[src/rtl/unpack_pkg.sv]
package unpack_pkg;
  localparam logic [1:0] WLEN_16 = 2'd0;
  localparam logic [1:0] WLEN_24 = 2'd3;
  localparam logic [1:0] BUS_8   = 2'd0;
  localparam logic [1:0] BUS_24  = 2'd3;
  localparam logic [3:0] MASK_PAIR   = 4'hF;
  localparam logic [3:0] MASK_SINGLE = 4'h7;
  localparam int COMP_W   = 8;
  localparam int NARROW_W = 6;
  localparam int NCOMP    = 3;
endpackage

[src/rtl/unpack_cfg_check.sv]
module unpack_cfg_check
  import unpack_pkg::*;
#(
  parameter int BEAT_W = 2
) (
  input  logic [1:0]        word_len,
  input  logic [3:0]        byte_mask,
  input  logic [1:0]        bus_width,
  input  logic              narrow,
  output logic              bad,
  output logic [BEAT_W-1:0] last_beat
);
  always_comb begin
    bad       = 1'b0;
    last_beat = '0;
    unique case (word_len)
      WLEN_16: begin
        bad       = (byte_mask != MASK_PAIR);
        last_beat = (bus_width == BUS_8) ? BEAT_W'(3) : BEAT_W'(1);
      end
      WLEN_24: begin
        bad = (byte_mask != MASK_SINGLE) || (bus_width == BUS_8) ||
              ((bus_width != BUS_24) && !narrow);
        last_beat = '0;
      end
      default: bad = 1'b1;
    endcase
  end
endmodule

[src/rtl/unpack_beat_mux.sv]
module unpack_beat_mux
  import unpack_pkg::*;
#(
  parameter int WORD_W = 32,
  parameter int BUS_W  = 24,
  parameter int BEAT_W = 2
) (
  input  logic [WORD_W-1:0] word,
  input  logic [BEAT_W-1:0] beat,
  input  logic [1:0]        word_len,
  input  logic [1:0]        bus_width,
  input  logic              narrow,
  output logic [BUS_W-1:0]  pix
);
  localparam int HALF_W = WORD_W / 2;
  localparam int NARROW_PIX_W = NCOMP * NARROW_W;

  logic [NARROW_PIX_W-1:0] narrow_pix;

  genvar c;
  generate
    for (c = 0; c < NCOMP; c++) begin : g_comp
      assign narrow_pix[c*NARROW_W +: NARROW_W] = word[c*COMP_W +: NARROW_W];
    end
  endgenerate

  logic [HALF_W-1:0] half;

  always_comb begin
    pix  = '0;
    half = '0;
    if (word_len == WLEN_16) begin
      if (bus_width == BUS_8) begin
        half = beat[1] ? word[HALF_W +: HALF_W] : word[0 +: HALF_W];
        pix[COMP_W-1:0] = beat[0] ? half[COMP_W +: COMP_W] : half[0 +: COMP_W];
      end else begin
        half = beat[0] ? word[HALF_W +: HALF_W] : word[0 +: HALF_W];
        pix[HALF_W-1:0] = half;
      end
    end else if (narrow) begin
      pix[NARROW_PIX_W-1:0] = narrow_pix;
    end else begin
      pix[NCOMP*COMP_W-1:0] = word[NCOMP*COMP_W-1:0];
    end
  end
endmodule

[src/rtl/lcd_pixel_unpacker.sv]
module lcd_pixel_unpacker #(
  parameter int WORD_W = 32,
  parameter int BUS_W  = 24
) (
  input  logic              clk,
  input  logic              rst_n,
  input  logic [1:0]        cfg_word_len,
  input  logic [3:0]        cfg_byte_mask,
  input  logic [1:0]        cfg_bus_width,
  input  logic              cfg_narrow,
  input  logic              in_valid,
  output logic              in_ready,
  input  logic [WORD_W-1:0] in_data,
  output logic              out_valid,
  input  logic              out_ready,
  output logic [BUS_W-1:0]  out_data,
  output logic              cfg_error
);
  localparam int BEATS_MAX = WORD_W / 8;
  localparam int BEAT_W    = $clog2(BEATS_MAX);

  logic [WORD_W-1:0] word_q;
  logic              full_q;
  logic [BEAT_W-1:0] beat_q;
  logic [BEAT_W-1:0] last_beat;
  logic              bad;

  unpack_cfg_check #(.BEAT_W(BEAT_W)) u_cfg (
    .word_len (cfg_word_len),
    .byte_mask(cfg_byte_mask),
    .bus_width(cfg_bus_width),
    .narrow   (cfg_narrow),
    .bad      (bad),
    .last_beat(last_beat)
  );

  unpack_beat_mux #(.WORD_W(WORD_W), .BUS_W(BUS_W), .BEAT_W(BEAT_W)) u_mux (
    .word     (word_q),
    .beat     (beat_q),
    .word_len (cfg_word_len),
    .bus_width(cfg_bus_width),
    .narrow   (cfg_narrow),
    .pix      (out_data)
  );

  logic at_last, in_fire, out_fire;

  assign cfg_error = bad;
  assign at_last   = (beat_q == last_beat);
  assign out_valid = full_q && !bad;
  assign out_fire  = out_valid && out_ready;
  assign in_ready  = !bad && (!full_q || (out_ready && at_last));
  assign in_fire   = in_valid && in_ready;

  always_ff @(posedge clk) begin
    if (!rst_n) begin
      word_q <= '0;
      full_q <= 1'b0;
      beat_q <= '0;
    end else begin
      if (out_fire) begin
        if (at_last) begin
          full_q <= 1'b0;
          beat_q <= '0;
        end else begin
          beat_q <= beat_q + 1'b1;
        end
      end
      if (in_fire) begin
        word_q <= in_data;
        full_q <= 1'b1;
        beat_q <= '0;
      end
    end
  end
endmodule

[config.mk]
export PLATFORM = sky130hd
export DESIGN_NAME = lcd_pixel_unpacker
export DESIGN_NICKNAME = d
export VERILOG_FILES = /design/src/rtl/unpack_pkg.sv /design/src/rtl/unpack_cfg_check.sv /design/src/rtl/unpack_beat_mux.sv /design/src/rtl/lcd_pixel_unpacker.sv
export SDC_FILE = /design/constraint.sdc
export NUM_CORES = 1
export LEC_CHECK = 0
export ABC_AREA = 1
export BUFFER_PORTS_ARGS = -buffer_cell sky130_fd_sc_hd__buf_2
export CAP_MARGIN = 30
export CORE_MARGIN = 10
export CORE_UTILIZATION = 40
export CTS_CLUSTER_SIZE = 10
export DETAILED_ROUTE_END_ITERATION = 16
export PLACE_DENSITY = 0.72
export SYNTH_ARGS = -nofsm -noshare
export SYNTH_HDL_FRONTEND = slang
export SYNTH_SLANG_ARGS = --single-unit
[constraint.sdc]
create_clock -name clk -period 2.8 [get_ports clk]
set_input_delay 0.56 -clock clk [delete_from_list [all_inputs] [get_ports clk]]
set_output_delay 0.56 -clock clk [all_outputs]
set_load 0.01 [all_outputs]
==> PnR_summary.wiki, run 1 <==
{| class="wikitable"
! Metric !! Value
|-
| #FFs+latches synth || 35
|-
| Critical Path Sink Type || output pin
|-
| Detailed-route DRC error count || 0
|-
| Switching pwr || 433 uW
|-
| Synth warn || 0
|-
| Clk Latency, worst-skew pair || 0.28 ns
|-
| P&R area growth vs syn || 17.1%
|-
| Worst reg2reg path depth || 8
|-
| Slew Viols, Final || 0
|-
| Number of buffers added by the clock tree synthesis step || 5
|-
| Achievable Freq || 403 MHz
|-
| Crit share post-route || 0.886
|-
| Worst hold path stage count || 4
|-
| Worst-Margin Slew || 0.609 ns
|-
| Total Routed Length || 8.43 mm
|-
| Total power divided by cell area || 414 nW/um^2
|-
| Final min period || 2.48 ns
|-
| Largest buffer count on any clock path || 2
|-
| Total via count after detailed routing || 3030
|-
| Status || finished clean
|-
| Resized cells post-CTS || 0
|-
| Num ports || 72
|-
| Setup Crit Path Kind || in -> out
|-
| Worst IR drop on VDD || 0.243 mV
|-
| Final setup skew || 0.00288 ns
|-
| Synth async-reset ratio || 0
|-
| RSZ-0062 raised after global routing || no
|-
| Placer Congestion || 0.952
|-
| Startpoint type of the worst setup path || primary input
|-
| Fraction of layout instances using a drive strength above 1 || 0.170
|-
| DRT Pass-1 Iters || 5
|-
| WHS Endpoint || word_q[25]$_SDFFE_PN0P_
|-
| Antenna violations before repair || 0
|-
| # nets final || 565
|-
| Half-perimeter wire length after detailed placement || 6.52 mm
|-
| Primary flip-flop cell chosen by synthesis mapping || sky130_fd_sc_hd__dfxtp_1
|-
| Number of max-capacitance violations reported || 0
|-
| Sequential-to-total area share from yosys stat || 0.267
|-
| Static leakage || 1.75 nW
|-
| Violation count after the first detailed-routing iteration || 317
|-
| Pin count of the biggest net entering global routing || 35
|-
| Sinks on Clock Net || 35
|-
| Hold Fails Final Rpt || 0
|-
| Post-CTS setup buffer count || 0
|-
| Clock share of power || 0.269
|-
| Die W || 101 um
|-
| Core area || 6350 um^2
|-
| Final non-filler cell area || 3070 um^2
|-
| Required time at the endpoint of the critical path || 2.24 ns
|-
| Level count of the clock H-tree || 2
|-
| Global-route usage over all layers || 0.163
|-
| Origin of the worst min-delay path || word_q[25]$_SDFFE_PN0P_
|-
| Mapped Nets || 506
|-
| Via count of the first global-routing pass || 2967
|-
| Number of synthesized flops with an enable pin || 0
|-
| Routed wirelength normalized by instance count || 14.2 um
|-
| Post-Synthesis Cell Area || 2620 um^2
|-
| Relative slew margins || 0.594
|-
| Net switching share of the total power || 0.341
|-
| Part of the power in registers || 0.441
|-
| Die boundary height || 101 um
|-
| Slack of the worst reg-to-reg path || 0.85 ns
|-
| Start of the worst register-to-register path || beat_q[1]$_SDFFE_PP0P_
|-
| Gate power share || 0.290
|-
| Number of port buffers || 71
|-
| Hold-fix buffer count after cts || 0
|-
| CP max FO || 6
|-
| Mapped Avg Cell Area || 5.71 um^2
|-
| Effective utilization at floorplan || 0.413
|-
| Reg-to-reg endpoint || word_q[23]$_SDFFE_PN0P_
|-
| Setup violation total in the final timing report || 0
|-
| Arrival time worst endpoint || 1.92 ns
|-
| Number of nets with antenna violations after routing || 0
|-
| Post-synthesis cell type count || 29
|-
| Clock tree from TritonCTS || built
|-
| Min-delay worst type || reg -> reg
|-
| Cell count after synthesis || 459
|-
| Die Outline Area || 10200 um^2
|-
| Number of inserted diodes || 0
|-
| Internal power || 837 uW
|-
| Clock-pin slew reported for the worst setup and hold paths after clock tree synthesis || 0.07 ns
|-
| Final-layout setup total negative slack || 0 ns
|-
| Global-route wire length before repair || 13.7 mm
|-
| Floorplan row count || 29
|-
| Detailed-route vias per instance || 5.10
|-
| Total of fill cells in the finished design || 714
|-
| Total overflow reported by the global router || 0
|-
| Clock root buffer || sky130_fd_sc_hd__clkbuf_8
|-
| Area after DPL || 3000 um^2
|}
kinds of logic (layout without fill, tap and decap cells):
logic type | after synthesis | after routing | synth area share
xor+xnor | 1 | 1 | 0.00334
simple gates | 206 | 206 | 0.342
buf+inv | 141 | 199 | 0.214
flops | 35 | 35 | 0.267
compound gates | 74 | 74 | 0.164
fa+ha+maj | 2 | 2 | 0.00955
Yosys cell counts, drive strengths merged (6+ instances only):
cell type / instances / area share
inv: 113 / 0.16
dfxtp: 35 / 0.27
nand2: 108 / 0.16
clkbuf: 13 / 0.019
nand4: 34 / 0.081
buf: 13 / 0.030
a21oi: 25 / 0.052
o221ai: 6 / 0.020
nor3: 7 / 0.013
nor2: 48 / 0.070
o21ai: 32 / 0.061
nand3: 8 / 0.020
o22ai: 6 / 0.014
stage by stage:
step                worst slack, ns  utilization  power [mW]  hold WS, ns  instances
floorplan                     0.428            -       0.812        0.486        459
global placement              0.401        0.472       0.928        0.499        588
detailed placement            0.316        0.472       0.937        0.503        588
CTS                           0.322        0.483        1.27        0.516        594
global route                  0.166        0.483        1.35        0.554        594
finish                        0.319        0.483        1.27        0.516        594
sequential cells by signal, summed over array words and instances (netlist names):
| signal | cells |
|---|---|
| word_q | 32 |
| beat_q | 2 |
| full_q | 1 |
layout by cell type, fill, tap and decap left out:
cell / synthesis / final
sky130_fd_sc_hd__a21boi_1: 1 / 1
sky130_fd_sc_hd__a21oi_1: 24 / 24
sky130_fd_sc_hd__a21oi_4: 1 / 1
sky130_fd_sc_hd__a32o_1: 2 / 2
sky130_fd_sc_hd__and3_1: 1 / 1
sky130_fd_sc_hd__buf_2: 6 / 71
sky130_fd_sc_hd__buf_4: 2 / 7
sky130_fd_sc_hd__clkbuf_1: 12 / 1
sky130_fd_sc_hd__clkbuf_8: 0 / 5
sky130_fd_sc_hd__clkinv_1: 2 / 2
sky130_fd_sc_hd__dfxtp_1: 35 / 35
sky130_fd_sc_hd__ha_1: 2 / 2
sky130_fd_sc_hd__inv_1: 112 / 112
sky130_fd_sc_hd__inv_2: 1 / 1
sky130_fd_sc_hd__nand2_1: 107 / 107
sky130_fd_sc_hd__nand2_2: 1 / 1
sky130_fd_sc_hd__nand3_1: 7 / 7
sky130_fd_sc_hd__nand3_4: 1 / 1
sky130_fd_sc_hd__nand4_1: 34 / 34
sky130_fd_sc_hd__nor2_1: 47 / 47
sky130_fd_sc_hd__nor2_2: 1 / 1
sky130_fd_sc_hd__nor3_1: 7 / 7
sky130_fd_sc_hd__o211ai_1: 2 / 2
sky130_fd_sc_hd__o21ai_0: 32 / 32
sky130_fd_sc_hd__o221ai_1: 6 / 6
sky130_fd_sc_hd__o22ai_1: 6 / 6
sky130_fd_sc_hd__xnor2_1: 1 / 1
worst max-delay path, stage by stage:
cell and delay (ns):
sky130_fd_sc_hd__buf_2 0.11, sky130_fd_sc_hd__inv_1 0.05, sky130_fd_sc_hd__ha_1 0.18, sky130_fd_sc_hd__clkinv_1 0.08, sky130_fd_sc_hd__nor2_1 0.25, sky130_fd_sc_hd__nand2_1 0.24, sky130_fd_sc_hd__o221ai_1 0.28, sky130_fd_sc_hd__buf_2 0.18
layout make-up:
class	instances	area, um^2	area share
multi-input cells	283	1360	0.443
inverters	115	432	0.141
flip-flops and latches	35	701	0.228
repair buffers	78	408	0.133
well taps	77	96.3	0.0314
clock buffers	6	72.6	0.0236
power groups by stage:
stage | Combinational, mW | Sequential (mW) | Clock (mW)
after floorplan | 0.251 | 0.561 | 0
after global placement | 0.359 | 0.569 | 0
after detailed placement | 0.366 | 0.570 | 0
after CTS | 0.369 | 0.559 | 0.344
after global routing | 0.421 | 0.562 | 0.369
final | 0.368 | 0.560 | 0.342
layer usage:
| metal | track usage | vias to the layer above | routed length (um) |
|---|---|---|---|
| met4 | 0.0504 | 0 | 155 |
| met5 | 0 | - | 0 |
| li1 | - | 1541 | - |
| met2 | 0.263 | 135 | 3820 |
| met1 | 0.198 | 1337 | 3600 |
| met3 | 0.0542 | 17 | 848 |
worst max-delay path by stage:
stage | slack, ns | start | endpoint
floorplan | 0.43 | cfg_word_len[0] | in_ready
global placement | 0.40 | cfg_word_len[0] | out_data[5]
detailed placement | 0.32 | cfg_word_len[0] | out_data[5]
CTS | 0.32 | cfg_word_len[0] | out_data[5]
global route | 0.17 | beat_q[1]$_SDFFE_PP0P_ | out_data[6]
finish | 0.32 | cfg_word_len[0] | out_data[5]
Power figures use the tool's default switching activity.
==> inputs of run 2 (changes only) <==
--- a/config.mk
+++ b/config.mk
@@ -9,10 +9,10 @@
 export BUFFER_PORTS_ARGS = -buffer_cell sky130_fd_sc_hd__buf_2
 export CAP_MARGIN = 30
 export CORE_MARGIN = 10
-export CORE_UTILIZATION = 40
+export CORE_UTILIZATION = 48
 export CTS_CLUSTER_SIZE = 10
 export DETAILED_ROUTE_END_ITERATION = 16
-export PLACE_DENSITY = 0.72
+export PLACE_DENSITY = 0.82
 export SYNTH_ARGS = -nofsm -noshare
 export SYNTH_HDL_FRONTEND = slang
 export SYNTH_SLANG_ARGS = --single-unit
==> constraint.sdc (replaced) <==
create_clock -name clk -period 3 [get_ports clk]
set_input_delay 0.6 -clock clk [delete_from_list [all_inputs] [get_ports clk]]
set_output_delay 0.6 -clock clk [all_outputs]
set_load 0.01 [all_outputs]
==> run 2 against run 1 <==
Clock power is 7.3% lower. Flip-flop and latch count stayed put. Largest cell class unchanged. Register-to-register slack better by 0.04 ns. Combinational power shrank 8.2%. First-iteration DRC count fell by 38%. Via count shrank 1.1%. Worst hold slack lost 0.0041 ns. Sequential power fell by 7.0%. Critical endpoint is now out_data[0].
==> PnR_summary.wiki, run 2 (synthesized netlist as in run 1, its figures left out) <==
{| class="wikitable"
! Metric !! Value
|-
| Status || finished clean
|-
| Achievable Freq || 397 MHz
|-
| Min-delay worst type || reg -> reg
|-
| Tightest hold margin || 0.512 ns (-0.00409 ns)
|-
| Fraction of layout instances using a drive strength above 1 || 0.172 (+0.00160)
|-
| Setup Crit Path Kind || in -> out
|-
| Delay of the slowest cell on the worst path || 0.26 ns (-0.02 ns)
|-
| Cell breakdown of the critical path || buf_2 -> inv_1 -> ha_1 -> clkinv_1 -> nor2_1 -> nand2_1 -> o221ai_1 -> buf_2
|-
| Required time at the endpoint of the critical path || 2.40 ns (+0.16 ns)
|-
| CP max FO || 6 (unchanged)
|-
| Hold Fails Final Rpt || 0 (unchanged)
|-
| Placer Congestion || 1.00 (+5.4%)
|-
| P&R area growth vs syn || 17.0% (about the same)
|-
| Die boundary height || 93.9 um (-7.0%)
|-
| Post-CTS setup buffer count || 0 (unchanged)
|-
| Global-route wire length before repair || 12.7 mm (-7.2%)
|-
| Num ports || 72 (unchanged)
|-
| Most common cell after layout, fill and taps aside || sky130_fd_sc_hd__inv_1
|-
| RSZ-0062 raised after global routing || no
|-
| Total of fill cells in the finished design || 562 (-21%)
|-
| Via count of the first global-routing pass || 2875 (-3.1%)
|-
| Die Outline Area || 8820 um^2 (-13%)
|-
| Critical Path Sink Type || output pin
|-
| Total Routed Length || 7.68 mm (-8.9%)
|-
| Cell with the largest stage delay on the worst path || sky130_fd_sc_hd__nor2_1
|-
| Final non-filler cell area || 3070 um^2 (about the same)
|-
| Clock root buffer || sky130_fd_sc_hd__clkbuf_8
|-
| Total overflow reported by the global router || 0 (unchanged)
|-
| DRT Pass-1 Iters || 5 (unchanged)
|-
| Routed wirelength normalized by instance count || 13.1 um (-7.9%)
|-
| Static leakage || 1.75 nW (+0.28%)
|-
| Number of buffers added by the clock tree synthesis step || 5 (unchanged)
|-
| Clock-pin slew reported for the worst setup and hold paths after clock tree synthesis || 0.06 ns (about the same)
|-
| Final-layout setup total negative slack || 0 ns (unchanged)
|-
| Clock tree from TritonCTS || built
|-
| Number of flip-flops in the largest register || 32 (unchanged)
|-
| Half-perimeter wire length after detailed placement || 5.94 mm (-8.9%)
|-
| Floorplan row count || 26 (-10%)
|-
| Sinks on Clock Net || 35 (unchanged)
|-
| Hold-fix buffer count after cts || 0 (unchanged)
|-
| Area after DPL || 3000 um^2 (about the same)
|-
| Core area || 5200 um^2 (-18%)
|-
| Registers with the most flip-flops || word_q: 32 flops, beat_q: 2 flops, full_q: 1 flops
|-
| Largest buffer count on any clock path || 2 (unchanged)
|-
| Total power divided by cell area || 383 nW/um^2 (-7.4%)
|-
| Detailed-route DRC error count || 0 (unchanged)
|-
| Arrival time worst endpoint || 1.92 ns (about the same)
|-
| Commonest cells after routing, fill and taps aside || 112 x sky130_fd_sc_hd__inv_1, 107 x sky130_fd_sc_hd__nand2_1, 71 x sky130_fd_sc_hd__buf_2
|-
| Total via count after detailed routing || 2998 (-1.1%)
|-
| Effective utilization at floorplan || 0.504 (+0.0908)
|-
| Clk Latency, worst-skew pair || 0.29 ns (about the same)
|-
| Register with the highest flop count || word_q
|-
| Violation count after the first detailed-routing iteration || 196 (-38%)
|-
| Die W || 93.9 um (-7.0%)
|-
| Level count of the clock H-tree || 2 (unchanged)
|-
| Number of port buffers || 71 (unchanged)
|-
| Antenna violations before repair || 0 (unchanged)
|-
| Resized cells post-CTS || 0 (unchanged)
|-
| Final min period || 2.52 ns
|-
| Slew Viols, Final || 0 (unchanged)
|-
| Number of nets with antenna violations after routing || 0 (unchanged)
|-
| Global-route usage over all layers || 0.172 (+0.00984)
|-
| Crit-path most repeated cell || sky130_fd_sc_hd__buf_2
|-
| Number of inserted diodes || 0 (unchanged)
|-
| Worst-Margin Slew || 0.573 ns (-0.0359 ns)
|-
| Pin count of the biggest net entering global routing || 35 (unchanged)
|-
| Number of max-capacitance violations reported || 0 (unchanged)
|-
| Detailed-route vias per instance || 5.10 (about the same)
|-
| Relative slew margins || 0.618 (+0.0240)
|-
| Final setup skew || 0.00188 ns (-0.000997 ns)
|-
| Crit share post-route || 0.839
|-
| Worst IR drop on VDD || 0.185 mV (-24%)
|-
| Setup violation total in the final timing report || 0 (unchanged)
|-
| # nets final || 566 (+0.18%)
|-
| Startpoint type of the worst setup path || primary input
|}
-- run 2: cell types whose count changed in the layout (fill, tap and decap cells not counted) --
cell | before | now
sky130_fd_sc_hd__buf_4 | 7 | 8
-- run 2: area by class of cell --
type                       count  area [um^2]  share of cell area
multi-input combinational    283         1360               0.443
sequential                    35          701               0.228
inverter                     115          432               0.141
timing repair buffer          79          415               0.135
tap                           70         87.6              0.0285
clock buffer                   6         72.6              0.0237
-- run 2: report_power, final --
| group | internal (mW) | total (mW) | switching, mW |
|---|---|---|---|
| clock network | 0.155 | 0.317 | 0.162 |
| registers | 0.499 | 0.521 | 0.0214 |
| logic | 0.127 | 0.338 | 0.211 |
-- run 2: critical path: cells and delay by family --
family,cells,cell delay [ns]
buffers and inverters,4,0.42
and+or+nand+nor,2,0.49
AOI/OAI and AO/OA,1,0.24
adders and majority gates,1,0.17
-- run 2: routing by layer --
| metal | routed length (um) | track usage | up-vias |
|---|---|---|---|
| met5 | 0 | 0 | - |
| met4 | 75 | 0.0456 | 0 |
| met3 | 597 | 0.0488 | 10 |
| met2 | 3720 | 0.298 | 103 |
| met1 | 3290 | 0.203 | 1341 |
| li1 | - | - | 1544 |
-- run 2: through the flow --
step	instances	utilization	power, mW	setup WS [ns]
finish	588	0.589	1.18	0.484
floorplan	459	-	0.758	0.548
global route	588	0.589	1.26	0.356
CTS	588	0.589	1.18	0.504
global placement	582	0.575	0.860	0.508
detailed placement	582	0.575	0.868	0.466
-- run 2: path summary, 6_finish.rpt --
check	slack [ns]	start	cells past startpoint	to
setup / recovery	0.48	cfg_word_len[0]	8	out_data[0]
hold / removal	0.51	word_q[29]$_SDFFE_PN0P_	4	word_q[29]$_SDFFE_PN0P_
setup reg to reg	0.89	beat_q[1]$_SDFFE_PP0P_	9	word_q[17]$_SDFFE_PN0P_
hold reg to reg	0.51	word_q[29]$_SDFFE_PN0P_	4	word_q[29]$_SDFFE_PN0P_
==> inputs of run 3 (changes only) <==
--- a/config.mk
+++ b/config.mk
@@ -12,7 +12,7 @@
 export CORE_UTILIZATION = 48
 export CTS_CLUSTER_SIZE = 10
 export DETAILED_ROUTE_END_ITERATION = 16
-export PLACE_DENSITY = 0.82
+export PLACE_DENSITY = 0.85
 export SYNTH_ARGS = -nofsm -noshare
 export SYNTH_HDL_FRONTEND = slang
 export SYNTH_SLANG_ARGS = --single-unit
==> constraint.sdc (replaced) <==
create_clock -name clk -period 2.23 [get_ports clk]
set_input_delay 0.446 -clock clk [delete_from_list [all_inputs] [get_ports clk]]
set_output_delay 0.446 -clock clk [all_outputs]
set_load 0.01 [all_outputs]
==> run 3 against run 2 <==
Cell area up 4.4%. Register-to-register slack lost 0.39 ns. Count of clock-buffer cells in the layout is the same. Clock power rose by 90%. Clock skew increased by 0.0039 ns. First-iteration DRC count up 120%. Utilization grew 2.6 points. Total power rose by 51%. Combinational power increased by 41%. Worst hold slack got worse by 0.045 ns. Critical endpoint is now out_data[8]. Largest power group unchanged. Highest routed layer unchanged.
==> PnR_summary.wiki, run 3 (synthesized netlist as in run 1, its figures left out) <==
{| class="wikitable"
! Metric !! Value
|-
| Final min period || 2.15 ns
|-
| Part of the power in registers || 0.393 (-0.050)
|-
| CP max FO || 6 (unchanged)
|-
| Status || finished clean
|-
| Effective utilization at floorplan || 0.504 (unchanged)
|-
| Clock share of power || 0.338 (+0.068)
|-
| Setup Crit Path Kind || in -> out
|-
| Final core utilization || 0.616 (+0.0262)
|-
| Delay of the slowest cell on the worst path || 0.29 ns (+0.03 ns)
|-
| Tightest hold margin || 0.468 ns (-0.0446 ns)
|-
| Global-route usage over all layers || 0.185 (+0.0127)
|-
| Cell breakdown of the critical path || buf_2 -> inv_1 -> ha_1 -> clkinv_1 -> nor2_2 -> inv_1 -> o21ai_0 -> buf_2
|-
| Commonest cells after routing, fill and taps aside || 110 x sky130_fd_sc_hd__inv_1, 105 x sky130_fd_sc_hd__nand2_1, 71 x sky130_fd_sc_hd__buf_2
|-
| Via count of the first global-routing pass || 2992 (+4.1%)
|-
| Switching pwr || 566 uW (+44%)
|-
| Number of port buffers || 71 (unchanged)
|-
| Global-route wire length before repair || 13.6 mm (+7.4%)
|-
| Clk Latency, worst-skew pair || 0.29 ns (about the same)
|-
| Final standard cell count with taps included and fillers excluded || 598 (+1.7%)
|-
| Most common cell after layout, fill and taps aside || sky130_fd_sc_hd__inv_1
|-
| Placer Congestion || 0.957 (-4.6%)
|-
| Clock root buffer || sky130_fd_sc_hd__clkbuf_8
|-
| Min-delay worst type || in -> reg
|-
| Net switching share of the total power || 0.318 (-0.0174)
|-
| P&R area growth vs syn || 22.2%
|-
| Register with the highest flop count || word_q
|-
| Pin count of the biggest net entering global routing || 35 (unchanged)
|-
| Detailed-route vias per instance || 5.25 (+2.9%)
|-
| Num ports || 72 (unchanged)
|-
| Internal power || 1.21 mW (+55%)
|-
| Total power divided by cell area || 556 nW/um^2 (+45%)
|-
| Clock tree from TritonCTS || built
|-
| Total Routed Length || 8.35 mm (+8.7%)
|-
| Core area || 5200 um^2 (unchanged)
|-
| Hold-fix buffer count after cts || 0 (unchanged)
|-
| Level count of the clock H-tree || 2 (unchanged)
|-
| Die W || 93.9 um (unchanged)
|-
| Total overflow reported by the global router || 0 (unchanged)
|-
| Gate power share || 0.269 (-0.019)
|-
| Fraction of layout instances using a drive strength above 1 || 0.201 (+0.0289)
|-
| Number of buffers added by the clock tree synthesis step || 5 (unchanged)
|-
| Clock-pin slew reported for the worst setup and hold paths after clock tree synthesis || 0.07 ns (about the same)
|-
| Number of flip-flops in the largest register || 32 (unchanged)
|-
| Critical Path Sink Type || output pin
|-
| Largest buffer count on any clock path || 2 (unchanged)
|-
| Static leakage || 1.82 nW (+3.7%)
|-
| Die Outline Area || 8820 um^2 (unchanged)
|-
| Detailed-route DRC error count || 0 (unchanged)
|-
| Registers with the most flip-flops || word_q: 32 flops, beat_q: 2 flops, full_q: 1 flops
|-
| Routed wirelength normalized by instance count || 14.0 um (+6.9%)
|-
| Required time at the endpoint of the critical path || 1.78 ns (-0.62 ns)
|-
| Final setup skew || 0.00576 ns (+0.00388 ns)
|-
| Number of nets with antenna violations after routing || 0 (unchanged)
|-
| Hold Fails Final Rpt || 0 (unchanged)
|-
| Half-perimeter wire length after detailed placement || 6.21 mm (+4.5%)
|-
| Worst-Margin Slew || 0.631 ns (+0.0585 ns)
|-
| Total via count after detailed routing || 3137 (+4.6%)
|-
| Arrival time worst endpoint || 1.70 ns (-0.22 ns)
|-
| Antenna violations before repair || 0 (unchanged)
|-
| Crit share post-route || 0.962
|-
| Number of inserted diodes || 0 (unchanged)
|-
| Die boundary height || 93.9 um (unchanged)
|-
| Worst hold path stage count || 3 (-1)
|-
| DRT Pass-1 Iters || 5 (unchanged)
|-
| Worst IR drop on VDD || 0.382 mV (+110%)
|-
| Cell with the largest stage delay on the worst path || sky130_fd_sc_hd__o21ai_0
|-
| Post-place setup slack || 0.0345 ns (-0.431 ns)
|-
| Achievable Freq || 466 MHz
|-
| # nets final || 574 (+1.4%)
|-
| Relative slew margins || 0.579 (-0.0390)
|-
| Final critical-path setup slack || 0.0838 ns (-0.400 ns)
|-
| Worst reg2reg path depth || 9 (unchanged)
|-
| Number of max-capacitance violations reported || 0 (unchanged)
|-
| Sinks on Clock Net || 35 (unchanged)
|-
| Setup violation total in the final timing report || 0 (unchanged)
|-
| Placed cells || 588 (+1.0%)
|-
| Slew Viols, Final || 0 (unchanged)
|-
| Violation count after the first detailed-routing iteration || 432 (+120%)
|-
| Floorplan row count || 26 (unchanged)
|-
| Startpoint type of the worst setup path || primary input
|}
## run 3: area by class of cell
type / instances / area [um^2]
fill: 527 / 2000
multi-input combinational: 283 / 1370
sequential: 35 / 704
timing repair buffer: 87 / 492
inverter: 115 / 435
tap: 70 / 87.6
clock buffer: 6 / 82.6
clock inverter: 2 / 35.0
## run 3: metal layers
| metal | up-vias | GRT usage | share of wire |
|---|---|---|---|
| met5 | - | 0 | 0 |
| met4 | 0 | 0.0747 | 0.026 |
| met3 | 21 | 0.0488 | 0.098 |
| met2 | 156 | 0.313 | 0.47 |
| met1 | 1395 | 0.216 | 0.41 |
| li1 | 1565 | - | - |
## run 3: power groups by stage
stage | Sequential [mW] | Combinational, mW | Clock, mW
final | 0.700 | 0.478 | 0.603
after floorplan | 0.704 | 0.315 | 0
after detailed placement | 0.714 | 0.469 | 0
after CTS | 0.700 | 0.473 | 0.609
after global placement | 0.713 | 0.458 | 0
after global routing | 0.704 | 0.543 | 0.636
## run 3: worst paths after layout
| check | start | to | slack [ns] |
|---|---|---|---|
| setup / recovery | cfg_word_len[0] | out_data[8] | 0.08 |
| hold / removal | out_ready | beat_q[1]$_SDFFE_PP0P_ | 0.47 |
| setup reg to reg | beat_q[0]$_SDFFE_PP0P_ | word_q[20]$_SDFFE_PN0P_ | 0.50 |
| hold reg to reg | word_q[29]$_SDFFE_PN0P_ | word_q[29]$_SDFFE_PN0P_ | 0.52 |
## run 3: critical path, delay by kind of cell
kind                     cells  cell delay [ns]
buffers and inverters        5             0.59
AO/OA/AOI/OAI                1             0.29
adder cells (fa/ha/maj)      1             0.19
AND/OR/NAND/NOR              1             0.19
## run 3: per-stage QoR
step / power (mW) / setup TNS [ns] / area, um^2
2_1_floorplan: 1.02 / 0 / 2620
3_3_place_gp: 1.17 / 0 / 3050
3_5_place_dp: 1.18 / 0 / 3050
4_1_cts: 1.78 / -0.0684 / 3170
5_1_grt: 1.88 / -0.0245 / 3200
6_report: 1.78 / 0 / 3200
## run 3: repair_timing
item                                    CTS  global route
endpoints found under the setup margin    2            12
setup buffers                             0             2
resized for setup                         0             9
